<file path="config.mk">
export PLATFORM = sky130hd
export DESIGN_NAME = dmx_refresh_ctrl
export DESIGN_NICKNAME = d
export VERILOG_FILES = /design/src/rtl/dmx_pkg.sv /design/src/rtl/dmx_shift_engine.sv /design/src/rtl/dmx_row_select.sv /design/src/rtl/dmx_blank_pwm.sv /design/src/rtl/dmx_refresh_ctrl.sv
export SDC_FILE = /design/constraint.sdc
export NUM_CORES = 1
export LEC_CHECK = 0
export ABC_AREA = 1
export BUFFER_PORTS_ARGS = -buffer_cell sky130_fd_sc_hd__buf_2
export CAP_MARGIN = 20
export CELL_PAD_IN_SITES_DETAIL_PLACEMENT = 2
export CELL_PAD_IN_SITES_GLOBAL_PLACEMENT = 2
export CORE_MARGIN = 3
export CORE_UTILIZATION = 29
export DETAILED_ROUTE_END_ITERATION = 10
export PLACE_DENSITY_LB_ADDON = 0.1
export SYNTH_ARGS = -nofsm -noshare
export SYNTH_HDL_FRONTEND = slang
export SYNTH_HIERARCHICAL = 1
export SYNTH_SLANG_ARGS = --single-unit
</file>
<file path="constraint.sdc">
create_clock -name clk -period 1.6 [get_ports clk]
set_input_delay 0.24 -clock clk [delete_from_list [all_inputs] [get_ports clk]]
set_output_delay 0.24 -clock clk [all_outputs]
set_load 0.05 [all_outputs]
</file>
<file path="src/rtl/dmx_pkg.sv">
package dmx_pkg;

   typedef enum logic [1:0] {
      PH_IDLE = 2'd0,
      PH_LOAD = 2'd1,
      PH_ON   = 2'd2
   } phase_t;

endpackage

</file>
<file path="src/rtl/dmx_shift_engine.sv">
// Serializer timing: generates the shift clock and walks the bit index.
// Data index advances only on the falling edge of the generated clock.
module dmx_shift_engine #(
   parameter int unsigned HALF  = 10,
   parameter int unsigned NBITS = 28
) (
   input  logic                       clk,
   input  logic                       rst_n,
   input  logic                       start,
   output logic                       sclk,
   output logic                       busy,
   output logic [$clog2(NBITS)-1:0]   bit_idx,
   output logic                       done
);

   localparam int unsigned DIV_W = (HALF > 1) ? $clog2(HALF) : 1;
   localparam int unsigned BIT_W = $clog2(NBITS);

   logic [DIV_W-1:0] div_cnt;

   always_ff @(posedge clk or negedge rst_n) begin
      if (!rst_n) begin
         busy    <= 1'b0;
         sclk    <= 1'b0;
         div_cnt <= '0;
         bit_idx <= '0;
         done    <= 1'b0;
      end else begin
         done <= 1'b0;
         if (!busy) begin
            if (start) begin
               busy    <= 1'b1;
               div_cnt <= '0;
               bit_idx <= '0;
            end
         end else if (div_cnt != DIV_W'(HALF - 1)) begin
            div_cnt <= div_cnt + 1'b1;
         end else begin
            div_cnt <= '0;
            if (!sclk) begin
               sclk <= 1'b1;
            end else begin
               sclk <= 1'b0;
               if (bit_idx == BIT_W'(NBITS - 1)) begin
                  busy <= 1'b0;
                  done <= 1'b1;
               end else begin
                  bit_idx <= bit_idx + 1'b1;
               end
            end
         end
      end
   end

endmodule

</file>
<file path="src/rtl/dmx_row_select.sv">
// Maps (column, bit index) onto the latched frame: far character first,
// top row bit first inside each character. Pure wiring plus one mux.
module dmx_row_select #(
   parameter int unsigned NUM_CHARS = 4,
   parameter int unsigned ROWS      = 7,
   parameter int unsigned COLS      = 5
) (
   input  logic [NUM_CHARS*COLS-1:0][ROWS-1:0]  frame,
   input  logic [$clog2(COLS)-1:0]              col,
   input  logic [$clog2(NUM_CHARS*ROWS)-1:0]    bit_idx,
   input  logic                                 active,
   output logic                                 sdata
);

   localparam int unsigned NBITS = NUM_CHARS * ROWS;

   logic [COLS-1:0][NBITS-1:0] stream;

   for (genvar k = 0; k < COLS; k++) begin : g_col
      for (genvar i = 0; i < NBITS; i++) begin : g_bit
         assign stream[k][i] =
            frame[(NUM_CHARS - 1 - i / ROWS) * COLS + k][ROWS - 1 - i % ROWS];
      end
   end

   assign sdata = active & stream[col][bit_idx];

endmodule

</file>
<file path="src/rtl/dmx_blank_pwm.sv">
// Brightness output: free-running PWM, or a constant-high variant.
module dmx_blank_pwm #(
   parameter int unsigned PERIOD = 2000,
   parameter int unsigned HIGH   = 1500
) (
   input  logic clk,
   input  logic rst_n,
   output logic blank
);

   if (HIGH >= PERIOD) begin : g_full
      always_ff @(posedge clk or negedge rst_n) begin
         if (!rst_n) blank <= 1'b0;
         else        blank <= 1'b1;
      end
   end else begin : g_pwm
      localparam int unsigned CNT_W = $clog2(PERIOD);
      logic [CNT_W-1:0] cnt;
      always_ff @(posedge clk or negedge rst_n) begin
         if (!rst_n) begin
            cnt   <= '0;
            blank <= 1'b0;
         end else begin
            blank <= (cnt < CNT_W'(HIGH));
            cnt   <= (cnt == CNT_W'(PERIOD - 1)) ? '0 : cnt + 1'b1;
         end
      end
   end

endmodule

</file>
<file path="src/rtl/dmx_refresh_ctrl.sv">
module dmx_refresh_ctrl
   import dmx_pkg::*;
#(
   parameter int unsigned NUM_CHARS  = 4,
   parameter int unsigned ROWS       = 7,
   parameter int unsigned COLS       = 5,
   parameter int unsigned BYTE_W     = 8,
   parameter int unsigned SYS_CLK_HZ = 100_000_000,
   parameter int unsigned SCLK_HALF  = 10,
   parameter int unsigned ON_CYCLES  = 1000,
   parameter int unsigned PWM_PERIOD = 2000,
   parameter int unsigned PWM_HIGH   = 1500
) (
   input  logic                              clk,
   input  logic                              rst_n,
   input  logic [NUM_CHARS*COLS*BYTE_W-1:0]  fb_data,
   output logic                              sclk,
   output logic                              sdata,
   output logic [COLS-1:0]                   col_en,
   output logic                              blank,
   output logic                              frame_start
);

   localparam int unsigned NBITS    = NUM_CHARS * ROWS;
   localparam int unsigned NSLOT    = NUM_CHARS * COLS;
   localparam int unsigned COL_W    = $clog2(COLS);
   localparam int unsigned BIT_W    = $clog2(NBITS);
   localparam int unsigned ON_W     = $clog2(ON_CYCLES + 1);
   localparam int unsigned LOAD_CYC = 2 * SCLK_HALF * NBITS + 3;

   localparam longint unsigned CLK_L  = 64'(SYS_CLK_HZ);
   localparam longint unsigned HALF_L = 64'(SCLK_HALF);
   localparam longint unsigned COLP_L = 64'(LOAD_CYC) + 64'(ON_CYCLES);

   // Elaboration-time parameter checks
   if (ROWS > BYTE_W || ROWS < 1) begin : g_err_rows
      $error("ROWS must fit in one frame byte");
   end
   if (COLS < 2) begin : g_err_cols
      $error("COLS must be at least 2");
   end
   if (NBITS < 2) begin : g_err_bits
      $error("chain must hold at least two bits");
   end
   if (SCLK_HALF < 1 || ON_CYCLES < 1) begin : g_err_zero
      $error("SCLK_HALF and ON_CYCLES must be nonzero");
   end
   if (CLK_L > 64'd10_000_000 * HALF_L) begin : g_err_sclk_rate
      $error("shift clock would exceed 5 MHz");
   end
   if (HALF_L * 64'd1_000_000_000 < 64'd75 * CLK_L) begin : g_err_sclk_phase
      $error("shift clock phase shorter than 75 ns");
   end
   if (COLP_L * 64'd1000 > 64'd2 * CLK_L) begin : g_err_refresh
      $error("column period exceeds 2 ms");
   end
   if (PWM_HIGH < PWM_PERIOD &&
       (PWM_PERIOD < 2 || CLK_L > 64'd50_000 * 64'(PWM_PERIOD))) begin : g_err_pwm
      $error("brightness PWM faster than 50 kHz");
   end

   // Frame image: keep only the row bits of each byte
   logic [NSLOT-1:0][ROWS-1:0] fb_rows;
   logic [NSLOT-1:0][ROWS-1:0] fb_q;

   for (genvar s = 0; s < NSLOT; s++) begin : g_slot
      assign fb_rows[s] = fb_data[s*BYTE_W +: ROWS];
   end

   if (BYTE_W > ROWS) begin : g_pad
      logic [NSLOT*(BYTE_W-ROWS)-1:0] unused_pad_bits;
      for (genvar s = 0; s < NSLOT; s++) begin : g_pad_slot
         assign unused_pad_bits[s*(BYTE_W-ROWS) +: (BYTE_W-ROWS)] =
            fb_data[s*BYTE_W + ROWS +: (BYTE_W-ROWS)];
      end
   end

   phase_t              phase;
   logic [COL_W-1:0]    col;
   logic [ON_W-1:0]     on_cnt;
   logic                start_q;
   logic                eng_busy;
   logic                eng_done;
   logic [BIT_W-1:0]    bit_idx;

   dmx_shift_engine #(
      .HALF  (SCLK_HALF),
      .NBITS (NBITS)
   ) u_shift (
      .clk     (clk),
      .rst_n   (rst_n),
      .start   (start_q),
      .sclk    (sclk),
      .busy    (eng_busy),
      .bit_idx (bit_idx),
      .done    (eng_done)
   );

   dmx_row_select #(
      .NUM_CHARS (NUM_CHARS),
      .ROWS      (ROWS),
      .COLS      (COLS)
   ) u_rows (
      .frame   (fb_q),
      .col     (col),
      .bit_idx (bit_idx),
      .active  (eng_busy),
      .sdata   (sdata)
   );

   dmx_blank_pwm #(
      .PERIOD (PWM_PERIOD),
      .HIGH   (PWM_HIGH)
   ) u_blank (
      .clk   (clk),
      .rst_n (rst_n),
      .blank (blank)
   );

   // Column sequencer: load, strobe, advance; frame latch at column 1
   always_ff @(posedge clk or negedge rst_n) begin
      if (!rst_n) begin
         phase       <= PH_IDLE;
         col         <= '0;
         on_cnt      <= '0;
         start_q     <= 1'b0;
         frame_start <= 1'b0;
         col_en      <= '0;
         fb_q        <= '0;
      end else begin
         start_q     <= 1'b0;
         frame_start <= 1'b0;
         case (phase)
            PH_IDLE: begin
               phase       <= PH_LOAD;
               col         <= '0;
               fb_q        <= fb_rows;
               frame_start <= 1'b1;
               start_q     <= 1'b1;
            end
            PH_LOAD: begin
               if (eng_done) begin
                  phase  <= PH_ON;
                  on_cnt <= '0;
                  col_en <= COLS'(1) << col;
               end
            end
            PH_ON: begin
               if (on_cnt == ON_W'(ON_CYCLES - 1)) begin
                  col_en  <= '0;
                  phase   <= PH_LOAD;
                  start_q <= 1'b1;
                  if (col == COL_W'(COLS - 1)) begin
                     col         <= '0;
                     fb_q        <= fb_rows;
                     frame_start <= 1'b1;
                  end else begin
                     col <= col + 1'b1;
                  end
               end else begin
                  on_cnt <= on_cnt + 1'b1;
               end
            end
            default: phase <= PH_IDLE;
         endcase
      end
   end

endmodule

</file>
==> metrics.md <==
| Metric | Value |
|---|---|
| Synth unique cells | `39` |
| P_leak | `~7.0 nW` |
| RR Endpoint | `fb_q[125]` |
| CTS sink count | `186` |
| Worst-margin pin slew | `0.386 ns` |
| Hold Path Sink | `fb_q[3]` |
| Critical Path End Type | `output pin` |
| Clock slew at reported path FFs | `0.08 ns` |
| Bufs on Longest Clock Path | `2` |
| Period minus WS final | `2.78 ns` |
| Commonest non-fill, non-tap cell in the layout | `nand2_1` |
| Drt pass-1 iters | `5` |
| Nets | `1703` |
| Root Buffer | `clkbuf_16` |
| RSZ-0062 raised after global routing | `true` |
| Clk_lat worst skew | `approximately 0.45 ns` |
| Total track usage | `0.214` |
| Core area | `0.0329 mm2` |
| Die Area | `~0.036 mm2` |
| Hold Path Depth | `3` |
| Row cnt | `66` |
| Status | `complete, but fails checks` |
| Worst min path class | `in2reg` |
| Initial antenna violation count | `1` |
| Avg Cell Area, Syn | `7.56 um2` |
| GPL Wtd Cong | `0.785` |
| Number of global-route vias before repair | `~11000` |
| CP Class | `reg2out` |
| HPWL after DPL | `26300 um` |
| Via count | `about 9600` |
| Sw Pwr | `roughly 2.5 mW` |
| Total power draw | `approximately 10 mW` |
| Failing checks | `negative setup slack` |
| Syn_nets | `about 1500` |
| Wire per inst | `around 19 um` |
| Die Ht | `between 150 and 200 um` |
| Worst path bufs/invs | `4` |
| Setup violators final | `162` |
| CP top delay family | `simple AND/OR/NAND/NOR gates` |
| Slowest CP cell | `dfrtp_2` |
| Chip width | `around 190 um` |
| Final period utilization | `1.74` |
| Worst r2r src | `col[0]` |
| CP most frequent cell | `nand3_1` |
| P_int | `between 7 and 8 mW` |
| Most frequent cells in the layout | `nand2_1, nand3_1, dfrtp_1` |
| Synth top area share | `0.476` |
| Initial Util | `0.297` |
| Port Buffers | `150` |
| Sequential share of the synthesized area | `0.476` |
| Power density over the cells | `between 700 and 800 mW/mm2` |
| Post-synthesis sequential element count | `about 190` |
| Clock buffer count from CTS | `17` |
| Pin count of the biggest net entering global routing | `53` |
| Max Clock Skew | `0.0172 ns` |
| Hold Vio Cnt, Final | `0` |
| Max-slew headroom | `0.743` |
| Number of I/O pins | `171` |
| DRC violations left | `0` |
| Flop-to-flop setup slack | `-0.53 ns` |
| Reg2reg path depth | `13` |
| Final WL | `between 30000 and 40000 um` |
| Peak supply drop | `approximately 750 uV` |
| Synth top area cells | `dfrtp_1, nand2_1, nand3_1, inv_1, buf_6` |
| WP data arrival | `between 2 and 3 ns` |
| Fmax | `360 MHz` |
| Clock power share | `0.435` |
| CTS tree | `built` |
| Max-cap violations | `0` |
| Max Slew Vio Count | `0` |
| Final ANT Viol Nets | `0` |
| H-tree levels | `4` |
| Yosys warns | `6` |
| Net Sw Frac | `0.255` |
| Critical-path maximum fanout | `8` |
| Worst setup margin | `-1.18 ns` |
| First-pass GRT wire length | `about 61000 um` |
| Grt total ovfl | `0` |
| Layout cells sized above 1 | `0.303` |
| Final Util | `0.410` |
| Vias per Instance | `~4.8` |
| CP cell instances | `buf_12 > nor2_8 > buf_4 > buf_6 > nand2_1 > nand3_1 > nand3_1 > nand3_1 > nand2_1 > a21oi_2 > nand3_2 > a21oi_4 > buf_12` |
| Initial drt markers | `roughly 430` |
| Post-synthesis cell area | `between 0.009 and 0.01 mm2` |
| Crit start category | `flop` |
| Critical Path Max Stage Delay | `about 0.50 ns` |
| Sequential fraction of design power | `0.502` |
| Comb power frac | `0.064` |
| Syn-to-layout area delta | `38.1%` |
| Post-Syn Instances | `between 1000 and 1500` |
| Post-synth top area cell | `dfrtp_1` |
| WP data required | `about 1.4 ns` |
| Worst hold start | `fb_data[3]` |
[synth_stat cells, drive strengths merged]
| cell type | count |
|---|---|
| o21ai | 16 |
| inv | 82 |
| ha | 10 |
| o31ai | 1 |
| o22ai | 3 |
| o211ai | 5 |
| nand3b | 4 |
| dfrtp | 186 |
| buf | 66 |
| or2 | 1 |
| nand3 | 263 |
| nor3 | 5 |
| nand2 | 543 |
| a21o | 1 |
| xor2 | 8 |
| clkinv | 3 |
| xnor2 | 2 |
| a21oi | 17 |
| nor2 | 57 |
| clkbuf | 8 |
| a21boi | 1 |
| nand4 | 10 |
[cell families after synthesis]
kind of cell / share of synthesized area
XOR/XNOR: 0.00897
buffers and inverters: 0.0847
flip-flops: 0.476
AO/OA/AOI/OAI: 0.0273
adder cells (fa/ha/maj): 0.0128
AND/OR/NAND/NOR: 0.390
[registers in the layout, summed over array words and instances, names as in the netlist]
name               flops
col_en                 5
u_blank/g_pwm.cnt     11
frame_start            1
phase                  2
u_shift/div_cnt        4
start_q                1
u_blank/blank          1
u_shift/done           1
u_shift/sclk           1
fb_q                 140
col                    3
on_cnt                10
u_shift/busy           1
u_shift/bit_idx        5
[what timing repair did]
action,CTS,global route
setup endpoints to repair,169,169
endpoints found under the hold margin,23,0
hold buffers,1,0
pin swaps,21,14
resized for setup,97,65
setup buffers,13,8
cloned,13,5
[worst max-delay path by stage]
stage	end	from	slack, ns	depth (start not counted)
global placement	sdata	col[0]	-0.61	12
floorplan	sdata	col[0]	-0.33	11
CTS	sdata	col[0]	-1.10	11
finish	sdata	col[0]	-1.18	13
global route	sdata	col[0]	-1.32	14
detailed placement	sdata	col[0]	-0.69	11
[area by class of cell]
class / instances / area, um2
clock inverters: 11 / 111
fillers: 3817 / 19400
inverters: 85 / 343
flip-flops and latches: 186 / 4660
clock buffers: 21 / 470
diodes: 1 / 2.50
repair buffers: 292 / 2610
well taps: 442 / 553
multi-input cells: 949 / 4740
[tightest hold or removal path, stage by stage]
cell and delay [ns]:
buf_2 0.07, nand3_1 0.06, nand2_1 0.06
[metal layers]
layer  GRT usage  vias to the layer above  part of all wire
met3      0.0311                       28             0.030
li1            -                     4598                 -
met1       0.270                     4866              0.44
met5           0                        -                 0
met4      0.0481                        0             0.013
met2       0.387                      133              0.51
[power groups by stage]
stage          logic, mW  clock network [mW]  registers [mW]
5_1_grt            0.737                4.62            5.04
6_report           0.639                4.35            5.02
3_3_place_gp       0.594                   0            5.09
2_1_floorplan      0.223                   0            5.04
3_5_place_dp       0.614                   0            5.09
4_1_cts            0.636                4.44            5.01
[metrics by stage]
stage / cell area [um2] / std cells / hold WS, ns / setup WS (ns) / TNS (ns)
finish: 13500 / 1987 / 0.0149 / -1.18 / -66.77
global route: 13500 / 1986 / 0.0178 / -1.32 / -80.53
CTS: 13100 / 1973 / 0.00513 / -1.10 / -66.15
detailed placement: 11700 / 1915 / 0.178 / -0.692 / -74.02
global placement: 11700 / 1915 / 0.181 / -0.612 / -70.72
floorplan: 9810 / 1292 / -0.0556 / -0.333 / -1.18
No activity file was read; power rests on OpenSTA's default activity.
